[src/rtl/wdog_pkg.sv]
package wdog_pkg;

  typedef enum logic [1:0] {
    RP_IDLE  = 2'd0,
    RP_HOLD  = 2'd1,
    RP_COUNT = 2'd2
  } rp_state_e;

  function automatic int max4(input int a, input int b, input int c, input int d);
    int m;
    m = a;
    if (b > m) m = b;
    if (c > m) m = c;
    if (d > m) m = d;
    return m;
  endfunction

endpackage

[src/rtl/wd_edge_sync.sv]
module wd_edge_sync (
  input  logic clk,
  input  logic rst_n,
  input  logic din,
  output logic edge_o
);

  logic s1_q, s2_q, prev_q;

  always_ff @(posedge clk or negedge rst_n) begin
    if (!rst_n) begin
      s1_q   <= 1'b0;
      s2_q   <= 1'b0;
      prev_q <= 1'b0;
    end else begin
      s1_q   <= din;
      s2_q   <= s1_q;
      prev_q <= s2_q;
    end
  end

  // any change of the synchronized level, rising or falling
  assign edge_o = s2_q ^ prev_q;

endmodule

[src/rtl/wd_timer.sv]
module wd_timer #(
  parameter int TW        = 15,
  parameter int EXT_NORM  = 1024,
  parameter int EXT_POST  = 4096,
  parameter int INT_SHORT = 1024,
  parameter int INT_LONG  = 16384
) (
  input  logic clk,
  input  logic rst_n,
  input  logic tick_i,
  input  logic hold_i,
  input  logic edge_i,
  input  logic ext_tick_i,
  input  logic fast_sel_i,
  output logic expire_o,
  output logic armed_o
);

  logic [TW-1:0] cnt_q, cnt_d;
  logic          armed_q, armed_d;
  logic [TW-1:0] lim_norm, lim_post, lim;

  always_comb begin
    if (ext_tick_i) begin
      lim_norm = TW'(EXT_NORM);
      lim_post = TW'(EXT_POST);
    end else begin
      lim_norm = fast_sel_i ? TW'(INT_SHORT) : TW'(INT_LONG);
      lim_post = TW'(INT_LONG);
    end
    lim = armed_q ? lim_norm : lim_post;
  end

  // >= keeps a mid-period mode change from running the counter past the limit
  assign expire_o = !hold_i && !edge_i && tick_i && (cnt_q >= (lim - TW'(1)));
  assign armed_o  = armed_q;

  always_comb begin
    cnt_d   = cnt_q;
    armed_d = armed_q;
    if (hold_i) begin
      cnt_d   = '0;
      armed_d = 1'b0;
    end else if (edge_i) begin
      cnt_d   = '0;
      armed_d = 1'b1;
    end else if (tick_i) begin
      cnt_d = expire_o ? '0 : cnt_q + TW'(1);
    end
  end

  always_ff @(posedge clk or negedge rst_n) begin
    if (!rst_n) begin
      cnt_q   <= '0;
      armed_q <= 1'b0;
    end else begin
      cnt_q   <= cnt_d;
      armed_q <= armed_d;
    end
  end

  assert_idle_in_reset_R2: assert property (@(posedge clk) disable iff (!rst_n)
    hold_i |=> (cnt_q == '0 && !armed_q));

  assert_edge_restarts_R5: assert property (@(posedge clk) disable iff (!rst_n)
    (edge_i && !hold_i) |=> (cnt_q == '0 && armed_q));

endmodule

[src/rtl/wd_rst_pulse.sv]
module wd_rst_pulse
  import wdog_pkg::*;
#(
  parameter int LEN = 512
) (
  input  logic clk,
  input  logic rst_n,
  input  logic tick_i,
  input  logic hold_i,
  input  logic fire_i,
  output logic active_o
);

  localparam int PW = $clog2(LEN + 1);

  rp_state_e     state_q, state_d;
  logic [PW-1:0] cnt_q, cnt_d;

  always_comb begin
    state_d = state_q;
    cnt_d   = cnt_q;
    if (hold_i) begin
      state_d = RP_HOLD;
      cnt_d   = '0;
    end else begin
      unique case (state_q)
        RP_HOLD: begin
          state_d = RP_COUNT;
          cnt_d   = '0;
        end
        RP_COUNT: begin
          if (tick_i) begin
            if (cnt_q == PW'(LEN - 1)) state_d = RP_IDLE;
            else                       cnt_d   = cnt_q + PW'(1);
          end
        end
        default: begin
          if (fire_i) begin
            state_d = RP_COUNT;
            cnt_d   = '0;
          end
        end
      endcase
    end
  end

  always_ff @(posedge clk or negedge rst_n) begin
    if (!rst_n) begin
      state_q <= RP_COUNT;
      cnt_q   <= '0;
    end else begin
      state_q <= state_d;
      cnt_q   <= cnt_d;
    end
  end

  assign active_o = (state_q != RP_IDLE);

  assert_pulse_waits_tick_R2: assert property (@(posedge clk) disable iff (!rst_n)
    (state_q == RP_COUNT && !tick_i && !hold_i) |=> (state_q == RP_COUNT && $stable(cnt_q)));

  assert_hold_keeps_active_R8: assert property (@(posedge clk) disable iff (!rst_n)
    hold_i |=> (state_q == RP_HOLD));

endmodule

[src/rtl/wdog_supervisor.sv]
module wdog_supervisor
  import wdog_pkg::*;
#(
  parameter int EXT_NORM   = 1024,
  parameter int EXT_POST   = 4096,
  parameter int INT_SHORT  = 1024,
  parameter int INT_LONG   = 16384,
  parameter int RST_SHORT  = 512,
  parameter int RST_LONG   = 2048,
  parameter bit LONG_PULSE = 1'b0
) (
  input  logic clk,
  input  logic rst_n,
  input  logic tick_i,
  input  logic ext_tick_i,
  input  logic fast_sel_i,
  input  logic wdi_i,
  input  logic supply_fail_i,
  input  logic rst_req_i,
  output logic rst_out_n,
  output logic wd_ok_o
);

  localparam int MAX_LIM = max4(EXT_NORM, EXT_POST, INT_SHORT, INT_LONG);
  localparam int TW      = $clog2(MAX_LIM + 1);

  logic wd_edge;
  logic expire;
  logic armed;
  logic rst_active;
  logic ok_q, ok_d;

  wd_edge_sync u_sync (
    .clk    (clk),
    .rst_n  (rst_n),
    .din    (wdi_i),
    .edge_o (wd_edge)
  );

  wd_timer #(
    .TW        (TW),
    .EXT_NORM  (EXT_NORM),
    .EXT_POST  (EXT_POST),
    .INT_SHORT (INT_SHORT),
    .INT_LONG  (INT_LONG)
  ) u_timer (
    .clk        (clk),
    .rst_n      (rst_n),
    .tick_i     (tick_i),
    .hold_i     (rst_active),
    .edge_i     (wd_edge),
    .ext_tick_i (ext_tick_i),
    .fast_sel_i (fast_sel_i),
    .expire_o   (expire),
    .armed_o    (armed)
  );

  if (LONG_PULSE) begin : g_long_pulse
    wd_rst_pulse #(.LEN(RST_LONG)) u_pulse (
      .clk      (clk),
      .rst_n    (rst_n),
      .tick_i   (tick_i),
      .hold_i   (supply_fail_i | rst_req_i),
      .fire_i   (expire),
      .active_o (rst_active)
    );
  end else begin : g_short_pulse
    wd_rst_pulse #(.LEN(RST_SHORT)) u_pulse (
      .clk      (clk),
      .rst_n    (rst_n),
      .tick_i   (tick_i),
      .hold_i   (supply_fail_i | rst_req_i),
      .fire_i   (expire),
      .active_o (rst_active)
    );
  end

  // health flag: supply fault wins, then timeout, then a line transition
  always_comb begin
    ok_d = ok_q;
    if (supply_fail_i)  ok_d = 1'b1;
    else if (expire)    ok_d = 1'b0;
    else if (wd_edge)   ok_d = 1'b1;
  end

  always_ff @(posedge clk or negedge rst_n) begin
    if (!rst_n) ok_q <= 1'b1;
    else        ok_q <= ok_d;
  end

  assign wd_ok_o   = ok_q;
  assign rst_out_n = !rst_active;

  assert_expire_starts_pulse_R6: assert property (@(posedge clk) disable iff (!rst_n)
    expire |=> !rst_out_n);

  assert_ok_low_on_expire_R7: assert property (@(posedge clk) disable iff (!rst_n)
    (expire && !supply_fail_i) |=> !wd_ok_o);

  assert_fault_forces_ok_R8: assert property (@(posedge clk) disable iff (!rst_n)
    supply_fail_i |=> (wd_ok_o && !rst_out_n));

  assert_request_holds_reset_R9: assert property (@(posedge clk) disable iff (!rst_n)
    rst_req_i |=> !rst_out_n);

  assert_arm_needs_edge_R4: assert property (@(posedge clk) disable iff (!rst_n)
    $rose(armed) |-> $past(wd_edge));

endmodule

[config.mk]
export PLATFORM = sky130hd
export DESIGN_NAME = wdog_supervisor
export DESIGN_NICKNAME = d
export VERILOG_FILES = /design/src/rtl/wdog_pkg.sv /design/src/rtl/wd_edge_sync.sv /design/src/rtl/wd_timer.sv /design/src/rtl/wd_rst_pulse.sv /design/src/rtl/wdog_supervisor.sv
export SDC_FILE = /design/constraint.sdc
export NUM_CORES = 1
export LEC_CHECK = 0
export BUFFER_PORTS_ARGS = -buffer_cell sky130_fd_sc_hd__buf_4
export CAP_MARGIN = 20
export CORE_UTILIZATION = 45
export CTS_CLUSTER_SIZE = 24
export DETAILED_ROUTE_END_ITERATION = 12
export PLACE_DENSITY = 0.63
export SYNTH_ARGS = -nofsm -noshare
export SYNTH_HDL_FRONTEND = slang
export SYNTH_SLANG_ARGS = --single-unit
[constraint.sdc]
create_clock -name clk -period 2.9 [get_ports clk]
set_clock_uncertainty 0.2 [all_clocks]
set_input_delay 0.145 -clock clk [delete_from_list [all_inputs] [get_ports clk]]
set_output_delay 0.145 -clock clk [all_outputs]
set_load 0.005 [all_outputs]
Yosys cells after proc, flatten, opt, wreduce, memory -nomap -nowiden
Cells that the tools add are included.
{"block": "totals", "inputBits": 8, "wordCells": 54, "reg_bits": 32, "output_inout_bits": 2}
{"block": "op_classes", "addsub": 3, "reduce_logical": 12, "eq_ne": 6, "order_cmp": 1, "bitwise_logic": 2, "mux": 22}
{"cell": "15-bit two-way mux", "count": 8}
{"cell": "10-bit two-way mux", "count": 4}
{"cell": "10-bit case mux with 2 select lines", "count": 1}
{"cell": "15-bit by 1-bit adder with 15-bit output (second input constant)", "count": 1}
{"cell": "15-bit >= comparator", "count": 1}
{"cell": "15-bit by 1-bit subtractor with 15-bit output (second input constant)", "count": 1}
{"cell": "10-bit by 1-bit adder with 10-bit output (second input constant)", "count": 1}
{"cell": "10-bit by 9-bit == test with 1-bit output (second input constant)", "count": 1}
{"cell": "2-bit two-way mux", "count": 4}
{"cell": "3-bit by 2-bit != test with 1-bit output (second input constant)", "count": 2}
{"cell": "3-bit AND reduction", "count": 2}
{"cell": "3-bit nonzero test", "count": 2}
{"cell": "1-bit two-way mux", "count": 4}
{"cell": "2-bit case mux with 2 select lines", "count": 1}
{"cell": "2-bit nonzero test", "count": 2}
{"cell": "4-bit nonzero test", "count": 1}
{"cell": "1-bit logical AND", "count": 3}
{"cell": "3-bit by 1-bit != test with 1-bit output (second input constant)", "count": 1}
{"cell": "2-bit by 1-bit == test with 1-bit output (second input constant)", "count": 1}
{"cell": "2-bit == test (second input constant)", "count": 1}
{"cell": "1-bit logical NOT", "count": 2}
{"cell": "1-bit OR", "count": 1}
{"cell": "1-bit bitwise XOR", "count": 1}

Longest topological paths before layout
{"block": "logic_depth", "word_depth": 10, "depth_mapped": 9, "mapped_depth_nobuf": 7}

By module
A second synthesis with hierarchy kept.
{"block": "unflattened", "hier_cells": 207, "hier_area_um2": 1943.1}
{"mod": "wd_timer", "cells_per_inst": 120, "area_per_inst_um2": 1079.8, "seq_area_each_um2": 400.4, "instances": 1}
{"mod": "wd_rst_pulse", "cells_per_inst": 78, "area_per_inst_um2": 732.0, "seq_area_each_um2": 301.5, "instances": 1}
{"mod": "wd_edge_sync", "cells_per_inst": 4, "area_per_inst_um2": 83.8, "seq_area_each_um2": 75.1, "instances": 1}
{"mod": "wdog_supervisor", "cells_per_inst": 5, "area_per_inst_um2": 47.5, "seq_area_each_um2": 26.3, "instances": 1}

Worst setup path before layout
OpenSTA, ideal clock, no wires.
{"block": "synth_path", "path_type": "reg-to-reg", "from": "register u_timer.armed_q, in the netlist u_timer.armed_o", "to": "register u_timer.cnt_q[10]", "n_path_buf": 1, "period_less_slack_ns": 2.234, "t_required_ns": 2.596, "t_arrival_ns": 1.930, "setup_ns": 0.104, "path_slack_ns": 0.666, "path_stages_with_launch": 8, "cell_sequence": "dfrtp_1 -> a21o_1 -> ha_1 -> or3_1 -> o211ai_1 -> buf_2 -> nand3_2 -> o311ai_1"}
{"block": "synth_between", "elab_chain_cells": 8}
{"item": "start: declaration", "line": "wd_timer.sv:20", "text": "logic armed_q, armed_d;"}
{"item": "start signal: assignment", "line": "wd_timer.sv:58", "text": "armed_q <= armed_d;"}
{"item": "15-bit two-way mux", "line": "wd_timer.sv:31", "text": "lim = armed_q ? lim_norm : lim_post;"}
{"item": "15-bit by 1-bit subtractor with 15-bit output", "line": "wd_timer.sv:35", "text": "assign expire_o = !hold_i && !edge_i && tick_i && (cnt_q >= (lim - TW'(1)));"}
{"item": "15-bit >= comparator", "line": "wd_timer.sv:35"}
{"item": "1-bit logical AND", "line": "wd_timer.sv:35"}
{"item": "15-bit two-way mux", "line": "wd_timer.sv:48", "text": "cnt_d = expire_o ? '0 : cnt_q + TW'(1);"}
{"item": "15-bit two-way mux", "line": "wd_timer.sv:47", "text": "end else if (tick_i) begin"}
{"item": "15-bit two-way mux", "line": "wd_timer.sv:44", "text": "end else if (edge_i) begin"}
{"item": "15-bit two-way mux", "line": "wd_timer.sv:41", "text": "if (hold_i) begin"}
{"item": "end signal: assignment", "line": "wd_timer.sv:57", "text": "cnt_q <= cnt_d;"}
{"item": "end: declaration", "line": "wd_timer.sv:19", "text": "logic [TW-1:0] cnt_q, cnt_d;"}
No other way between the ends. The select of a mux whose other input is x is not followed.
A chain may end at the register's enable or synchronous reset.

Final worst setup path
{"block": "layout_path", "from": "register u_timer.armed_q, in the netlist u_timer.armed_o", "to": "register u_timer.cnt_q[14]"}
Same word-level chain as after synthesis.

==> results.py <==
metrics = {
    "outcome": {
        "outcome": "finished, final reports clean",
    },
    "detailed_routing": {
        "drt-pass1-iter-count": 4,
        "vias": 1758,
        "wire_per_inst_um": 15.7,
        "ant_nets": 0,
        "wl_mm": 4.61,
        "drc": 0,
        "via_per_inst": 6.00,
        "drt_iter0_markers": 143,
    },
    "yosys": {
        "synth_seq_area_share": 0.405,
        "avgSynthCellArea_um2": 8.85,
        "synthTopCellsByArea": "dfrtp_1 (38%), nand2_1 (6.2%), nand4_1 (5.4%), nand3_1 (3.8%), ha_1 (3.2%)",
        "synth_ff_type": "dfrtp_1",
        "async_reset_ff_frac": 1.00,
        "synth_cells": 224,
        "synth-seq-cells": 32,
        "synth.most_common_cell": "nand2_1",
        "ys_types": 50,
        "synth_warnings": 0,
        "synthesis.nets": 237,
        "yosysTopAreaCell": "dfrtp_1",
        "synth_edf_count": 0,
        "yosysTopAreaCellShare": 0.379,
        "netlist_top_cells_count": "nand2_1 (33), dfrtp_1 (30), nand4_1 (17), nand3_1 (15), nor2_1 (11)",
        "syn-cell-area_mm2": 0.00198,
    },
    "die": {
        "start_util": 0.482,
        "core_area_mm2": 0.00412,
        "die_w_um": 68.4,
        "rows": 23,
        "ios": 10,
        "fp.dieArea_mm2": 0.00468,
        "die_y_um": 68.4,
    },
    "worst_setup_path": {
        "r2r_cells": 6,
        "arrival_ps": 2590,
        "worstPathRequired_ps": 2870,
        "crit_path_end_kind": "register",
        "r2r_slack_ps": 280,
        "path_max_fanout": 10,
        "regToRegEndpoint": "u_timer.cnt_q[14]$_DFFE_PN0P_",
        "worstSetupPathType": "register to register",
        "cp-start-kind": "register",
        "r2r_start": "u_timer.armed_o$_DFFE_PN0P_",
    },
    "pwr": {
        "p_int_mw": 0.730,
        "ir_worst_vdd_v": 0.000299,
        "combPwrFrac": 0.061,
        "seqPwrFrac": 0.483,
        "swShare": 0.229,
        "power.switching_mw": 0.217,
        "p_leak_nw": 0.907,
        "power.density_mw_per_mm2": 417,
        "p_clk_frac": 0.456,
    },
    "flow_run": {
        "cap_violations": 0,
    },
    "timing": {
        "slew_viol_final": 0,
        "setup-tns-final_ps": 0,
        "tightest_slew_ps": 666,
        "fin_crit_sh": 0.902,
        "max_slew_margin": 0.554,
        "setup_viol": 0,
        "max_freq_ghz": 0.382,
        "fin_hold_ws_ps": 102,
        "rsz0062_at_grt": "no",
        "hold_viol_final": 0,
        "period_needed_ps": 2620,
    },
    "min_path": {
        "hold_path.startpoint": "tick_i",
        "hp-class": "primary input to register",
        "hold_depth": 3,
        "hold_path_end": "g_short_pulse.u_pulse.cnt_q[1]$_DFFE_PN0P_",
    },
    "global_routing": {
        "grt_first_pass_wirelength_mm": 7.68,
        "antenna_found_initial": 0,
        "grt.overflow.total": 0,
        "grt_use_total": 0.225,
        "grt_pass1_vias": 1611,
        "grt_max_degree": 33,
    },
    "final_layout": {
        "diodes": 0,
        "nFillCells": 390,
        "area_growth_pct": 14.6,
        "fin_nets": 255,
        "drive_above_1_share": 0.132,
    },
    "clock_network": {
        "cts_tree": "yes",
        "path_clk_slew_ps": 70,
        "cts_buffers": 5,
        "h-tree-depth": 2,
        "post_cts_resized": 0,
        "insertion_delay_ps": 280,
        "clockRootBuffer": "clkbuf_8",
        "cts_sinks": 32,
        "cts_max_path_buffers": 2,
    },
    "place": {
        "dp_hpwl_mm": 3.09,
        "port_buffers": 9,
        "gp_congestion": 0.873,
    },
}
[area by class of cell]
type | count | area [um^2] | area share
Clock buffer | 5 | 68.8 | 0.0303
Clock inverter | 3 | 42.5 | 0.0187
Inverter | 7 | 26.3 | 0.0116
Multi-Input combinational cell | 175 | 1100 | 0.484
Sequential cell | 32 | 803 | 0.353
Tap cell | 50 | 62.6 | 0.0275
Timing Repair Buffer | 21 | 170 | 0.0748
[placed cells by master, fill, tap and decap left out, drive strengths merged, types with 5 or more instances in the layout]
cell         count
mux2i            5
o211ai           5
nand3           17
buf             16
dfrtp           30
nor2            11
inv              7
nor3             5
dlygate4sd3      5
o21ai           11
nand2           33
clkbuf           5
o311ai           5
and3             6
o22ai            5
ha               5
a21oi            6
nand4           17
a41oi            5
[sequential cells by signal, summed over array words and instances (netlist names)]
| signal | flops |
|---|---|
| wd_ok_o | 1 |
| u_sync.prev_q | 1 |
| u_sync.s1_q | 1 |
| g_short_pulse.u_pulse.cnt_q | 10 |
| u_sync.s2_q | 1 |
| g_short_pulse.u_pulse.state_q | 2 |
| u_timer.armed_o | 1 |
| u_timer.cnt_q | 15 |
[power groups by stage]
stage | clock [mW] | combinational [mW] | sequential (mW)
6_report | 0.432 | 0.0575 | 0.457
5_1_grt | 0.458 | 0.0653 | 0.458
4_1_cts | 0.439 | 0.0583 | 0.457
3_5_place_dp | 0 | 0.0529 | 0.466
3_3_place_gp | 0 | 0.0526 | 0.465
2_1_floorplan | 0 | 0.0234 | 0.464
[timing repair]
action                    in CTS  in global routing
buffers inserted               0                  0
hold endpoints to repair      36                  0
hold buffers                   5                  0
[logic make-up (layout without fill, tap and decap cells)]
family	Yosys count	count (layout)	share of synthesized area
xor+xnor	6	6	0.0265
simple gates	109	109	0.290
flops	32	32	0.405
compound gates	49	49	0.176
mux	5	5	0.0252
buf+inv	17	36	0.0435
fa+ha+maj	5	5	0.0315
other cells	1	1	0.00189
[metal layers]
layer | up-vias | share of wire | global-route usage
met3 | 2 | 0.031 | 0.0500
met4 | 0 | 0.0050 | 0.0495
li1 | 889 | - | -
met5 | - | 0 | 0
met2 | 34 | 0.43 | 0.332
met1 | 833 | 0.54 | 0.332
[critical path, cell delays in order (launching register included)]
cell and delay, ps:
dfrtp_1 400, a21o_1 200, ha_1 280, or3_1 350
o211ai_1 310, nand3_2 360, o311ai_1 400
[metrics by stage]
| stage | area (um^2) | utilization | setup slack (ps) | std cells | total power, mW |
|---|---|---|---|---|---|
| after floorplan | 1980 | - | 666 | 224 | 0.488 |
| after global placement | 2110 | 0.513 | 420 | 280 | 0.518 |
| after global routing | 2270 | 0.552 | 131 | 293 | 0.981 |
| after CTS | 2270 | 0.552 | 272 | 293 | 0.955 |
| final | 2270 | 0.552 | 283 | 293 | 0.947 |
| after detailed placement | 2110 | 0.513 | 293 | 280 | 0.519 |
[how the worst max path moves through the flow]
stage | slack, ps | cells past startpoint | endpoint | from
3_3_place_gp | 420 | 6 | u_timer.cnt_q[13]$_DFFE_PN0P_ | u_timer.armed_o$_DFFE_PN0P_
5_1_grt | 130 | 6 | u_timer.cnt_q[13]$_DFFE_PN0P_ | u_timer.armed_o$_DFFE_PN0P_
3_5_place_dp | 290 | 6 | u_timer.cnt_q[14]$_DFFE_PN0P_ | u_timer.armed_o$_DFFE_PN0P_
6_report | 280 | 6 | u_timer.cnt_q[14]$_DFFE_PN0P_ | u_timer.armed_o$_DFFE_PN0P_
4_1_cts | 270 | 6 | u_timer.cnt_q[14]$_DFFE_PN0P_ | u_timer.armed_o$_DFFE_PN0P_
2_1_floorplan | 670 | 7 | u_timer.cnt_q[10]$_DFFE_PN0P_ | u_timer.armed_o$_DFFE_PN0P_
No activity file was read; power rests on OpenSTA's default activity.
